### src/rtl/sar_seq_pkg.sv
package sar_seq_pkg;
  typedef enum logic [1:0] {
    SEQ_IDLE = 2'd0,
    SEQ_ACK  = 2'd1,
    SEQ_RUN  = 2'd2
  } seq_state_t;
endpackage

### src/rtl/sar_pulse_qual.sv
module sar_pulse_qual #(
  parameter int MIN_HIGH = 25
) (
  input  logic clk,
  input  logic rst_n,
  input  logic conv_i,
  output logic qual_o
);
  localparam int CW = $clog2(MIN_HIGH + 1);
  localparam logic [CW-1:0] LIM  = CW'(MIN_HIGH);
  localparam logic [CW-1:0] LAST = CW'(MIN_HIGH - 1);

  logic [CW-1:0] hi_cnt_q, hi_cnt_d;

  always_comb begin
    hi_cnt_d = hi_cnt_q;
    if (!conv_i)              hi_cnt_d = '0;
    else if (hi_cnt_q != LIM) hi_cnt_d = hi_cnt_q + 1'b1;
  end

  always_ff @(posedge clk or negedge rst_n) begin
    if (!rst_n) hi_cnt_q <= '0;
    else        hi_cnt_q <= hi_cnt_d;
  end

  assign qual_o = conv_i && (hi_cnt_q == LAST);
endmodule

### src/rtl/sar_trial_timer.sv
module sar_trial_timer #(
  parameter int TRIAL_CYC = 125
) (
  input  logic clk,
  input  logic rst_n,
  input  logic en_i,
  input  logic restart_i,
  output logic last_o
);
  localparam int TW = (TRIAL_CYC > 1) ? $clog2(TRIAL_CYC) : 1;
  localparam logic [TW-1:0] END_CNT = TW'(TRIAL_CYC - 1);

  logic [TW-1:0] cnt_q, cnt_d;

  always_comb begin
    cnt_d = cnt_q;
    if (restart_i)           cnt_d = '0;
    else if (en_i) begin
      if (cnt_q == END_CNT)  cnt_d = '0;
      else                   cnt_d = cnt_q + 1'b1;
    end
  end

  always_ff @(posedge clk or negedge rst_n) begin
    if (!rst_n) cnt_q <= '0;
    else        cnt_q <= cnt_d;
  end

  assign last_o = en_i && (cnt_q == END_CNT);
endmodule

### src/rtl/sar_code_reg.sv
module sar_code_reg #(
  parameter int WIDTH = 8
) (
  input  logic             clk,
  input  logic             rst_n,
  input  logic             clear_i,
  input  logic             start_i,
  input  logic             decide_i,
  input  logic             cmp_hi_i,
  output logic [WIDTH-1:0] code_o,
  output logic             last_bit_o
);
  localparam int IW = (WIDTH > 1) ? $clog2(WIDTH) : 1;
  localparam logic [IW-1:0] TOP = IW'(WIDTH - 1);

  logic [WIDTH-1:0] code_q, code_d;
  logic [IW-1:0]    idx_q, idx_d;

  always_comb begin
    code_d = code_q;
    idx_d  = idx_q;
    if (clear_i) begin
      code_d = '0;
      idx_d  = TOP;
    end else if (start_i) begin
      code_d = '0;
      code_d[WIDTH-1] = 1'b1;
      idx_d  = TOP;
    end else if (decide_i) begin
      for (int b = 0; b < WIDTH; b++) begin
        if (IW'(b) == idx_q && cmp_hi_i)            code_d[b] = 1'b0;
        if (idx_q != '0 && IW'(b + 1) == idx_q)     code_d[b] = 1'b1;
      end
      if (idx_q != '0) idx_d = idx_q - 1'b1;
    end
  end

  always_ff @(posedge clk or negedge rst_n) begin
    if (!rst_n) begin
      code_q <= '0;
      idx_q  <= TOP;
    end else begin
      code_q <= code_d;
      idx_q  <= idx_d;
    end
  end

  assign code_o     = code_q;
  assign last_bit_o = (idx_q == '0);
endmodule

### src/rtl/sar_seq_core.sv
module sar_seq_core #(
  parameter int WIDTH     = 8,
  parameter int MIN_HIGH  = 25,
  parameter int TRIAL_CYC = 125
) (
  input  logic             clk,
  input  logic             rst_n,
  input  logic             conv_i,
  input  logic             cmp_hi_i,
  input  logic             de_n_i,
  output logic [WIDTH-1:0] trial_o,
  output logic             drdy_o,
  output logic [WIDTH-1:0] data_o,
  output logic             data_oe_o
);
  import sar_seq_pkg::*;

  logic [1:0] rst_sync_q;
  logic       rst_int_n;

  always_ff @(posedge clk or negedge rst_n) begin
    if (!rst_n) rst_sync_q <= '0;
    else        rst_sync_q <= {rst_sync_q[0], 1'b1};
  end
  assign rst_int_n = rst_sync_q[1];

  seq_state_t state_q, state_d;
  logic qual, trial_last, last_bit, start, decide;
  logic [WIDTH-1:0] code;

  sar_pulse_qual #(.MIN_HIGH(MIN_HIGH)) u_qual (
    .clk(clk), .rst_n(rst_int_n), .conv_i(conv_i), .qual_o(qual)
  );

  sar_trial_timer #(.TRIAL_CYC(TRIAL_CYC)) u_timer (
    .clk(clk), .rst_n(rst_int_n), .en_i(state_q == SEQ_RUN),
    .restart_i(start), .last_o(trial_last)
  );

  sar_code_reg #(.WIDTH(WIDTH)) u_code (
    .clk(clk), .rst_n(rst_int_n), .clear_i(qual), .start_i(start),
    .decide_i(decide), .cmp_hi_i(cmp_hi_i), .code_o(code),
    .last_bit_o(last_bit)
  );

  assign start  = (state_q == SEQ_ACK) && !conv_i;
  assign decide = (state_q == SEQ_RUN) && trial_last && !qual;

  always_comb begin
    state_d = state_q;
    unique case (state_q)
      SEQ_IDLE: if (qual) state_d = SEQ_ACK;
      SEQ_ACK:  if (start) state_d = SEQ_RUN;
      SEQ_RUN: begin
        if (qual)                    state_d = SEQ_ACK;
        else if (decide && last_bit) state_d = SEQ_IDLE;
      end
      default: state_d = SEQ_IDLE;
    endcase
  end

  always_ff @(posedge clk or negedge rst_int_n) begin
    if (!rst_int_n) state_q <= SEQ_IDLE;
    else            state_q <= state_d;
  end

  assign trial_o   = code;
  assign drdy_o    = (state_q != SEQ_IDLE);
  assign data_oe_o = !de_n_i;
  assign data_o    = de_n_i ? '0 : code;
endmodule

### config.mk
export PLATFORM = sky130hd
export DESIGN_NAME = sar_seq_core
export DESIGN_NICKNAME = d
export VERILOG_FILES = /design/src/rtl/sar_seq_pkg.sv /design/src/rtl/sar_pulse_qual.sv /design/src/rtl/sar_trial_timer.sv /design/src/rtl/sar_code_reg.sv /design/src/rtl/sar_seq_core.sv
export SDC_FILE = /design/constraint.sdc
export NUM_CORES = 1
export LEC_CHECK = 0
export BUFFER_PORTS_ARGS = -buffer_cell sky130_fd_sc_hd__clkbuf_2
export CORE_MARGIN = 3
export CORE_UTILIZATION = 56
export DETAILED_ROUTE_END_ITERATION = 8
export PLACE_DENSITY = 0.79
export REMOVE_ABC_BUFFERS = 1
export SLEW_MARGIN = 20
export SYNTH_ARGS = -nofsm -noshare
export SYNTH_HDL_FRONTEND = slang
export SYNTH_SLANG_ARGS = --single-unit
### constraint.sdc
create_clock -name clk -period 1.05 [get_ports clk]
set_clock_uncertainty 0.05 [all_clocks]
set_input_delay 0.21 -clock clk [delete_from_list [all_inputs] [get_ports clk]]
set_output_delay 0.21 -clock clk [all_outputs]
set_load 0.02 [all_outputs]
==> results of run 1 <==
-- cell usage after synthesis, types with 2 or more instances --
cell type,count
nand2b_1,3
a21oi_1,4
xnor2_1,3
ha_1,10
nor2_1,5
nand2_1,15
dfrtp_1,24
o21ai_1,2
or2_2,2
and4_1,3
dfstp_2,3
and3_1,4
inv_1,8
o211ai_1,3
nand3_1,14
a31oi_1,8
xor2_1,3
o21ai_0,9
nor2b_1,11
and2_1,3
a311oi_1,2
-- what timing repair did --
action | 4_1_cts
endpoints found under the hold margin | 2
buffers inserted | 11
hold buffers | 1
setup endpoints to repair | 41
gates cloned | 1
resized for setup | 67
pin swaps | 19
-- metrics by stage --
stage | cell area (um2) | util [%]
CTS | 2291 | 90.02
detailed placement | 1926 | 75.66
global placement | 1926 | 75.66
floorplan | 1523 | -
-- logic make-up after synthesis --
kind of cell               count (synthesis)  share of synthesized area [%]
buffers and inverters                     11                          3.244
xor gates and xnor gates                   6                          3.407
adders and majority gates                 10                          8.110
DFF                                       27                          44.04
other                                      1                         0.2431
AOI/OAI and AO/OA                         35                          15.90
and+or+nand+nor                           68                          25.06
==> run_results.csv, run 1 <==
group,metric,value,unit
status,status,"stopped before the end",
status,lastStage,"global routing",
status,tool.error,"[ERROR DPL-0038] Utilization greater than 100%, impossible to legalize",
placed_design,portBuffers,22,
clocking,cts_sinks,27,
yosys,yosys-top-cells-area,"dfrtp_1 39%, ha_1 8.1%, dfstp_2 5.1%",
yosys,synth_top_area_cell,"dfrtp_1",
timing,worstEndpointGrtRepair,"u_code.code_o[6]$_DFFE_PN0P_/D",
yosys,synth_cell_type_count,40,
placed_design,hpwlAfterDp,2.856,mm
placed_design,place_congestion,0.8802,
floorplanning,num_rows,18,
yosys,synth_flop_cell,"dfrtp_1",
clocking,numCtsBuffers,3,
placed_design,pre_cts_ws,-0.6702,ns
clocking,cts.path.max_buffers,2,
global_routing,grt_max_degree,17,
yosys,synth-edff-count,0,
floorplanning,fp.dieH,58.49,um
yosys,syn_area_per_cell,9.764,um2
floorplanning,dieWidth,58.49,um
yosys,seq_area_frac_synth,44.04,%
yosys,async_flop_share,100.0,%
placed_design,dp_cells,241,
clocking,h-tree-depth,1,
timing,worstEndpointType,"sequential cell input",
floorplanning,ios,23,
yosys,ys_ff_latch,27,
yosys,synth_top_area_share,38.93,%
floorplanning,initial_core_util,60.62,%
yosys,postSynthCellCount,158,
clocking,cts-root-buf,"clkbuf_4",
yosys,yosysWarnings,0,
yosys,synth_area,0.001543,mm2
==> run 2: changes to the inputs <==
--- a/config.mk
+++ b/config.mk
@@ -7,9 +7,9 @@
 export LEC_CHECK = 0
 export BUFFER_PORTS_ARGS = -buffer_cell sky130_fd_sc_hd__clkbuf_2
 export CORE_MARGIN = 3
-export CORE_UTILIZATION = 56
+export CORE_UTILIZATION = 40
 export DETAILED_ROUTE_END_ITERATION = 8
-export PLACE_DENSITY = 0.79
+export PLACE_DENSITY_LB_ADDON = 0.15
 export REMOVE_ABC_BUFFERS = 1
 export SLEW_MARGIN = 20
 export SYNTH_ARGS = -nofsm -noshare
==> run_results.csv, run 2 <==
group,metric,value,unit
run,maxCapViolCount,0,
timing,post-route-period-util,151.7,%
yosys,seq_area_frac_synth,44.04,%
status,violations,"negative setup slack",
yosys,synth_cell_type_count,40,
floorplanning,initial_core_util,43.82,%
timing,final.min_clock_period,1.593,ns
global_routing,grt_pass1_vias,1458,
yosys,async_flop_share,100.0,%
placed_design,place_congestion,0.8550,
timing,fmax,627.6,MHz
pwr,power.density,709.3,mW/mm2
global_routing,antenna_found_initial,0,
finish,fillers,231,
timing,hold_violations,0,
yosys,synth_flop_cell,"dfrtp_1",
finish,largest_reg_flops,8,
setup_path,critPathMaxFanout,7,
route,wl,4.193,mm
timing,hold_slack,0.1629,ns
clocking,h-tree-depth,1,
yosys,synth_top_area_cell,"dfrtp_1",
finish,fin_util,73.49,%
route,wl_met3,172,um
finish,area_growth,67.72,%
route,detail_route.wl_per_cell,14.61,um
setup_path,worstSetupPathType,"reg2reg",
placed_design,pre_cts_ws,-0.6851,ns
placed_design,portBuffers,22,
floorplanning,dieWidth,68.11,um
route,highest_layer,"met4",
finish,final_common_cell,"buf_4",
floorplanning,ios,23,
timing,setup_slack,-0.5434,ns
timing,setup_violations,41,
floorplanning,num_rows,21,
pwr,total_power,1.835,mW
route,avgViaCountPerCell,5.317,
clocking,clk_pin_slew,0.10,ns
global_routing,grt_max_degree,26,
route,wl_met1,1.729,mm
clocking,cts_tree,"yes",
yosys,postSynthCellCount,158,
route,dr_wl_met2,2.266,mm
finish,fin_nets,257,
finish,layout-drive-gt1-share,54.77,%
yosys,synthTopCellsByCount,"24 x dfrtp_1, 15 x nand2_1, 14 x nand3_1",
floorplanning,fp.dieH,68.11,um
yosys,syn_area_per_cell,9.764,um2
global_routing,grt_usage,18.32,%
route,drtPass1Iterations,4,
yosys,synth-edff-count,0,
route,drtIter0Drc,122,
route,ant_nets,0,
yosys,synth_top_area_share,38.93,%
floorplanning,coreArea,0.003521,mm2
finish,final_cell_mix,"45 x buf_4, 27 x buf_6, 24 x dfrtp_1, 12 x nand2_1, 11 x nand3_1",
timing,slew_viol_final,0,
hold_path,hp-class,"in2reg",
pwr,ir_worst_vdd,0.5132,mV
timing,rsz0062_at_grt,"yes",
yosys,yosysWarnings,0,
setup_path,required,1.18,ns
setup_path,r2r_slack,-0.54,ns
pwr,power_leakage,1.233,nW
route,drc,0,
clocking,cts-root-buf,"clkbuf_8",
global_routing,grt_overflow_total,0,
setup_path,arrival,1.73,ns
setup_path,cp-start-kind,"flop",
placed_design,hpwlAfterDp,2.658,mm
yosys,yosys-top-cells-area,"dfrtp_1 39%, ha_1 8.1%, dfstp_2 5.1%",
yosys,ys_ff_latch,27,
floorplanning,dieArea,0.004638,mm2
setup_path,cp-end-kind,"flop",
clocking,numCtsBuffers,3,
route,vias,1526,
clocking,cts.path.max_buffers,2,
clocking,clkLatencyLatePin,0.28,ns
status,status,"complete, but fails checks",
finish,n_antenna_cell,0,
yosys,synth_area,0.001543,mm2
yosys,yosysMostFrequentCell,"dfrtp_1",
timing,finalSetupTns,-11.17,ns
clocking,cts_sinks,27,
global_routing,grt_pass1_wl,6.458,mm
[run 2: cell counts after synthesis]
No cell type changed its count.
[run 2: power by group]
part	switching, mW	leakage, nW	total (mW)	internal (mW)
combinational	0.0941	0.895	0.162	0.0677
clock	0.347	0.0255	0.614	0.267
sequential	0.00647	0.312	1.06	1.05
total	0.448	1.23	1.84	1.39
[run 2: timing repair]
action	CTS	global route
gates resized for setup	48	81
hold endpoints to repair	2	0
pin swaps	21	12
gates cloned	0	0
endpoints found under the setup margin	41	42
buffers inserted	14	12
hold buffers	1	0
[run 2: per-stage QoR]
stage | instance area (um2) | std cells
after detailed placement | 1976 | 261
after floorplan | 1523 | 155
final | 2587 | 287
after global routing | 2587 | 287
after CTS | 2290 | 279
after global placement | 1976 | 261
[run 2: final timing paths]
check	start	to	cells past startpoint
max reg2reg	u_qual.hi_cnt_q[0]	u_code.code_o[1]	7
min	cmp_hi_i	u_code.code_o[0]	2
min reg2reg	rst_sync_q[1]	u_qual.hi_cnt_q[1]	1
max in group asynchronous	rst_sync_q[1]	u_code.idx_q[2]	1
min in group asynchronous	rst_sync_q[1]	u_qual.hi_cnt_q[1]	1
max	u_qual.hi_cnt_q[0]	u_code.code_o[1]	7
[run 2: per-layer routing]
| metal | GRT usage [%] | vias up |
|---|---|---|
| met4 | 4.218 | 0 |
| met2 | 34.18 | 35 |
| met1 | 21.13 | 750 |
| met3 | 3.941 | 4 |
| li1 | - | 737 |
| met5 | 0 | - |
[run 2: logic make-up after synthesis]
group,Yosys count,synth area share (%)
simple gates,68,25.06
compound gates,35,15.90
flops,27,44.04
buf+inv,11,3.244
fa+ha+maj,10,8.110
xor+xnor,6,3.407
other cells,1,0.2431
[run 2: critical path: stages (launching register included)]
cell and delay (ns):
dfrtp_1 0.38, inv_2 0.05, ha_2 0.16, and2_4 0.15, a2111oi_4 0.27, buf_4 0.20
and3_4 0.19, o21ai_2 0.05
[run 2: layout make-up]
cell class	instances	area, um2	share of cell area [%]
sequential	27	679.4	26.26
clock inverter	1	5.005	0.1934
tap	46	57.56	2.224
inverter	8	30.03	1.161
multi-input combinational	120	1067	41.25
timing repair buffer	82	706.9	27.32
clock buffer	3	41.29	1.596
(Power assumes the default switching activity.)
==> run 3: changes to the inputs <==
--- a/config.mk
+++ b/config.mk
@@ -11,6 +11,7 @@
 export DETAILED_ROUTE_END_ITERATION = 8
 export PLACE_DENSITY_LB_ADDON = 0.15
 export REMOVE_ABC_BUFFERS = 1
+export SETUP_SLACK_MARGIN = 0.05
 export SLEW_MARGIN = 20
 export SYNTH_ARGS = -nofsm -noshare
 export SYNTH_HDL_FRONTEND = slang
==> run_results.csv, run 3 (synthesis gave the netlist of run 2 again) <==
group,metric,value,unit
status,status,"complete, but fails checks",
status,violations,"negative setup slack",
floorplanning,num_rows,21,
floorplanning,coreArea,0.003521,mm2
hold_path,worstHoldStart,"cmp_hi_i",
clocking,cts-root-buf,"clkbuf_8",
timing,post-route-period-util,151.1,%
run,maxCapViolCount,0,
setup_path,reg2reg_from,"u_qual.hi_cnt_q[0]",
pwr,ir_worst_vdd,0.5137,mV
setup_path,regToRegEndpoint,"u_code.code_o[1]",
finish,fin_cells,287,
timing,setup_slack,-0.5367,ns
global_routing,grt_busiest_layer,"met2",
timing,rsz0062_at_grt,"yes",
timing,final.min_clock_period,1.587,ns
placed_design,dp_cells,261,
global_routing,use_met1,21.13,%
hold_path,hold_depth,2,
timing,hold_violations,0,
global_routing,grt_pass1_wl,6.458,mm
global_routing,groute.layer.met2.usage,34.18,%
pwr,power.density,709.0,mW/mm2
setup_path,cp-start-kind,"flop",
setup_path,arrival,1.72,ns
finish,layout-drive-gt1-share,54.77,%
hold_path,hp-class,"in2reg",
finish,final_common_cell,"buf_4",
placed_design,hpwlAfterDp,2.658,mm
finish,final_cell_mix,"45 x buf_4, 27 x buf_6, 24 x dfrtp_1, 12 x nand2_1, 11 x nand3_1",
finish,fin_util,73.56,%
floorplanning,initial_core_util,43.82,%
route,drtPass1Iterations,4,
finish,fin_nets,257,
placed_design,portBuffers,22,
finish,largest_reg_flops,8,
placed_design,place_congestion,0.8550,
floorplanning,dieArea,0.004638,mm2
global_routing,met3_usage,3.941,%
setup_path,worstSetupPathType,"reg2reg",
floorplanning,dieWidth,68.11,um
global_routing,antenna_found_initial,0,
global_routing,grt_usage,18.32,%
clocking,h-tree-depth,1,
timing,fmax,630.2,MHz
global_routing,grt_max_degree,26,
setup_path,cp-end-kind,"flop",
placed_design,dpl_cell_area,0.001976,mm2
finish,n_antenna_cell,0,
timing,hold_slack,0.1603,ns
route,drc,0,
route,ant_nets,0,
route,drtIter0Drc,97,
setup_path,required,1.18,ns
clocking,cts.path.max_buffers,2,
clocking,clk_pin_slew,0.10,ns
clocking,clkLatencyLatePin,0.28,ns
route,avgViaCountPerCell,5.296,
timing,slew_viol_final,0,
setup_path,critPathMaxFanout,7,
placed_design,pre_cts_ws,-0.6851,ns
clocking,numCtsBuffers,3,
setup_path,rr_worst_depth,7,
setup_path,r2r_slack,-0.54,ns
floorplanning,ios,23,
clocking,cts_tree,"yes",
finish,post-route-cell-area,0.002590,mm2
finish,area_growth,67.88,%
hold_path,min_to,"u_code.code_o[0]",
global_routing,grt_overflow_total,0,
floorplanning,fp.dieH,68.11,um
route,wl,4.176,mm
timing,setup_violations,41,
clocking,cts_sinks,27,
pwr,power_leakage,1.233,nW
route,detail_route.wl_per_cell,14.55,um
global_routing,grt_pass1_vias,1458,
route,vias,1520,
## run 3: timing repair
item,CTS,global route
hold buffers,1,0
pin swaps,21,12
buffers inserted,14,12
resized for setup,48,83
setup endpoints to repair,41,42
hold endpoints to repair,2,0
## run 3: where the power goes
group | switching (mW) | internal (mW)
clock | 0.347 | 0.267
sequential | 0.00653 | 1.05
combinational | 0.0941 | 0.0687
## run 3: cell type report
type | instances | area [um2]
inverters | 8 | 30.03
fillers | 230 | 930.9
flip-flops and latches | 27 | 679.4
clock buffers | 3 | 41.29
multi-input cells | 120 | 1067
well taps | 46 | 57.56
repair buffers | 82 | 709.4
clock inverters | 1 | 5.005
## run 3: critical path: stages, from the launching register on
cell	delay, ns
dfrtp_1	0.38
inv_2	0.05
ha_2	0.16
and2_4	0.15
a2111oi_4	0.27
buf_4	0.19
and3_4	0.19
o21ai_2	0.05
## run 3: routing by layer
layer  wire length [um]  up-vias
met5                  0        -
met4                 25        0
met3                168        4
met2               2251       36
met1               1730      744
li1                   -      736
## run 3: worst max path at each step
stage,startpoint,end,slack (ns),cells after the start
floorplan,u_qual.hi_cnt_q[0],u_code.code_o[1],-0.66,6
global placement,u_qual.hi_cnt_q[0],u_code.code_o[1],-0.63,6
detailed placement,u_qual.hi_cnt_q[0],u_code.code_o[1],-0.69,6
CTS,u_qual.hi_cnt_q[0],u_code.code_o[1],-0.51,7
global route,u_qual.hi_cnt_q[0],u_code.code_o[1],-0.61,7
finish,u_qual.hi_cnt_q[0],u_code.code_o[1],-0.54,7
## run 3: stage by stage
step | setup TNS (ns) | total power, mW
finish | -11.06 | 1.836
global route | -13.64 | 1.911
CTS | -10.62 | 1.831
global placement | -11.03 | 1.203
floorplan | -8.959 | 1.141
detailed placement | -11.90 | 1.209
